File: src/rtl/task_strobe_unit.sv
module task_strobe_unit #(
  parameter int N_IN         = 3,
  parameter bit TIMED        = 1'b1,
  parameter int DELAY_CYCLES = 5
) (
  input  logic            clk,
  input  logic            clr_n,
  input  logic [N_IN-1:0] adv_in_n,
  output logic            task_n,
  output logic            adv_out_n
);

  localparam int HOLD = TIMED ? DELAY_CYCLES : 1;
  localparam int CW   = (HOLD > 1) ? $clog2(HOLD) : 1;

  typedef enum logic [1:0] {S_IDLE, S_ARMED, S_TASK, S_ADV} st_t;

  st_t           state;
  logic [CW-1:0] cnt;

  wire any_low = ~&adv_in_n;

  always_ff @(posedge clk or negedge clr_n) begin
    if (!clr_n) begin
      state <= S_IDLE;
      cnt   <= '0;
    end else begin
      case (state)
        S_IDLE:  if (any_low) state <= S_ARMED;
        S_ARMED: if (!any_low) begin
                   state <= S_TASK;
                   cnt   <= CW'(HOLD - 1);
                 end
        S_TASK:  if (cnt == '0) state <= S_ADV;
                 else cnt <= cnt - 1'b1;
        S_ADV:   state <= S_IDLE;
        default: state <= S_IDLE;
      endcase
    end
  end

  assign task_n    = (state != S_TASK);
  assign adv_out_n = (state != S_ADV);

endmodule

File: config.mk
export PLATFORM = sky130hd
export DESIGN_NAME = task_strobe_unit
export DESIGN_NICKNAME = d
export VERILOG_FILES = /design/src/rtl/task_strobe_unit.sv
export SDC_FILE = /design/constraint.sdc
export NUM_CORES = 1
export LEC_CHECK = 0
export ABC_AREA = 1
export ABC_CLOCK_PERIOD_IN_PS = 2400
export BUFFER_PORTS_ARGS = -buffer_cell sky130_fd_sc_hd__buf_2
export CAP_MARGIN = 20
export CORE_AREA = 2 2 39 41
export DETAILED_ROUTE_END_ITERATION = 6
export DIE_AREA = 0 0 41 43
export GPL_ROUTABILITY_DRIVEN = 1
export PLACE_DENSITY = 0.43
export SLEW_MARGIN = 20
export SYNTH_ARGS = -nofsm -noshare
export SYNTH_HDL_FRONTEND = slang
export SYNTH_SLANG_ARGS = --single-unit
File: constraint.sdc
create_clock -name clk -period 2.4 [get_ports clk]
set_input_delay 0.36 -clock clk [delete_from_list [all_inputs] [get_ports clk]]
set_output_delay 0.36 -clock clk [all_outputs]
set_load 0.1 [all_outputs]
==> impl_metrics.toml <==
[drt]
drcViolationCount = 0
viasPerCell = 3.99
num_vias = 283
antenna_left = 0
dr.pass1.iters = 4
wirelength_um = 564
routedWlPerCell_um = 7.94
drt_iter0_markers = 5

[synth]
synth_area_um2 = 362
syn_area_per_cell_um2 = 8.22
ys_warn_count = 0
syn_inst = 44
synth.top_cells.by_area = "dfrtp_1, ha_1, nand2_1"
ys_seq_area_frac = 0.346
ys_types = 12
syn_nets = 55
synth_seq_cells = 5
synth_top_cell_by_area = "dfrtp_1"
yosysTopAreaCellShare = 0.346

[layout]
syn_to_final_growth_pct = 23.9
final_common_cell = "nand2_1"
drive_gt1_frac = 0.291
diodes = 0
nets = 67
final_cell_mix = "nand2_1, inv_1, ha_1, buf_2, dfrtp_1"

[cts]
clock_latency_ps = 230
clock_path_buffers = 2
cts_resized = 0
path_clk_slew_ps = 40
cts-root-buf = "clkbuf_4"
cts_tree = "yes"
cts_inserted_buffers = 3
cts.sinks = 5
cts-htree-levels = 1

[worst_setup_path]
arrival_ps = 1430
r2r_start = "cnt[0]"
r2r_cells = 9
slowest_stage = "buf_2"
cp_max_fo = 4
crit_type = "reg2out"
crit_path_end_kind = "output pin"
r2r-end = "cnt[1]"
r2r_slack_ps = 1080
startpoint_type = "flop"
cp_cell_sequence = "inv_1 > ha_1 > inv_2 > buf_2"
slowest_delay_ps = 420
worst_ep_required_time_ps = 2040

[die]
std_cell_rows = 14
initial_core_util = 0.261
die_area_um2 = 1760
ios = 7
dieHeight_um = 43
core_area_um2 = 1380
die_w_um = 41

[grt]
grt_pass1_wl_um = 903
grtUsageTotal = 0.0828
grt_overflow = 0
grt_max_degree = 7
antenna_found_initial = 0
grt_pass1_vias = 261

[sta]
fin_crit_ps = 1790
fmax_mhz = 558
min_period_over_period = 0.746
setup_viol = 0
slew_viol_final = 0
hold_viol_final = 0
tightest_slew_ps = 484
grt_setup_unrepaired = "no"
maxSlewHeadroom = 0.680
fin_skew_ps = 2.93
fin_tns_setup_ps = 0

[placed_design]
io_buffer_count = 6
gp_congestion = 0.657
hpwlAfterDp_um = 474

[job]
cap_violations = 0

[hold_path]
min_path_type = "in2async"

[run_status]
status = "completed"
## cells by family (layout without fill, tap and decap cells)
group                    after synthesis  in the layout  share of synthesized area
AO/OA/AOI/OAI                          2              2                     0.0381
buffers and inverters                  9             20                     0.0934
flip-flops                             5              5                      0.346
adder cells (fa/ha/maj)                6              6                      0.208
AND/OR/NAND/NOR                       22             22                      0.315
## worst max-delay path, delay by kind of cell (launching register included)
family / cells / cell delay (ps)
flip-flops: 1 / 380
adder cells (fa/ha/maj): 1 / 250
buffers and inverters: 3 / 570
## worst max-delay path by stage
stage	to	cells past startpoint	startpoint
final	task_n	4	state[0]
after global routing	task_n	4	state[0]
after CTS	task_n	4	state[0]
after detailed placement	task_n	4	state[0]
after global placement	task_n	4	state[0]
after floorplan	adv_out_n	2	state[0]
## stage by stage
step           worst slack (ps)  std cells  area [um^2]  hold slack, ps  utilization
3_3_place_gp                857         66          412             178        0.297
4_1_cts                     592         71          448             456        0.324
6_report                    609         71          448             464        0.324
5_1_grt                     526         71          448             467        0.324
2_1_floorplan               871         44          362            64.4            -
3_5_place_dp                847         66          412             179        0.297
## registers in the layout (all words and copies together) (netlist names)
name / flops
cnt: 3
state: 2
## repair_timing
item                      4_1_cts  5_1_grt
hold endpoints to repair        5        0
buffers inserted                0        0
hold buffers                    1        0
## cell type report
type,count,area [um^2]
Sequential cell,5,125
Clock buffer,4,26.3
Fill cell,150,936
Timing Repair Buffer,7,40.0
Multi-Input combinational cell,30,203
Inverter,9,33.8
Tap cell,16,20.0
## metal layers
layer / wire length, um / vias up / share of wire / GRT usage
li1: - / 159 / - / -
met2: 245 / 5 / 0.43 / 0.100
met5: 0 / - / 0 / 0
met1: 278 / 117 / 0.49 / 0.0951
met4: 9 / 0 / 0.016 / 0.120
met3: 31 / 2 / 0.055 / 0.0157
## synthesized netlist by cell type
library cell,count
dfrtp_1,5
ha_1,6
inv_1,8
inv_2,1
nand2_1,10
nand2_2,4
nand2_4,1
nand3_1,3
nand4_1,3
o21ai_1,1
o21ai_2,1
or2_1,1
Power is left out: the tool's default activity adds up to more than one toggle a clock period on the data nets, which glitch-free logic cannot reach.
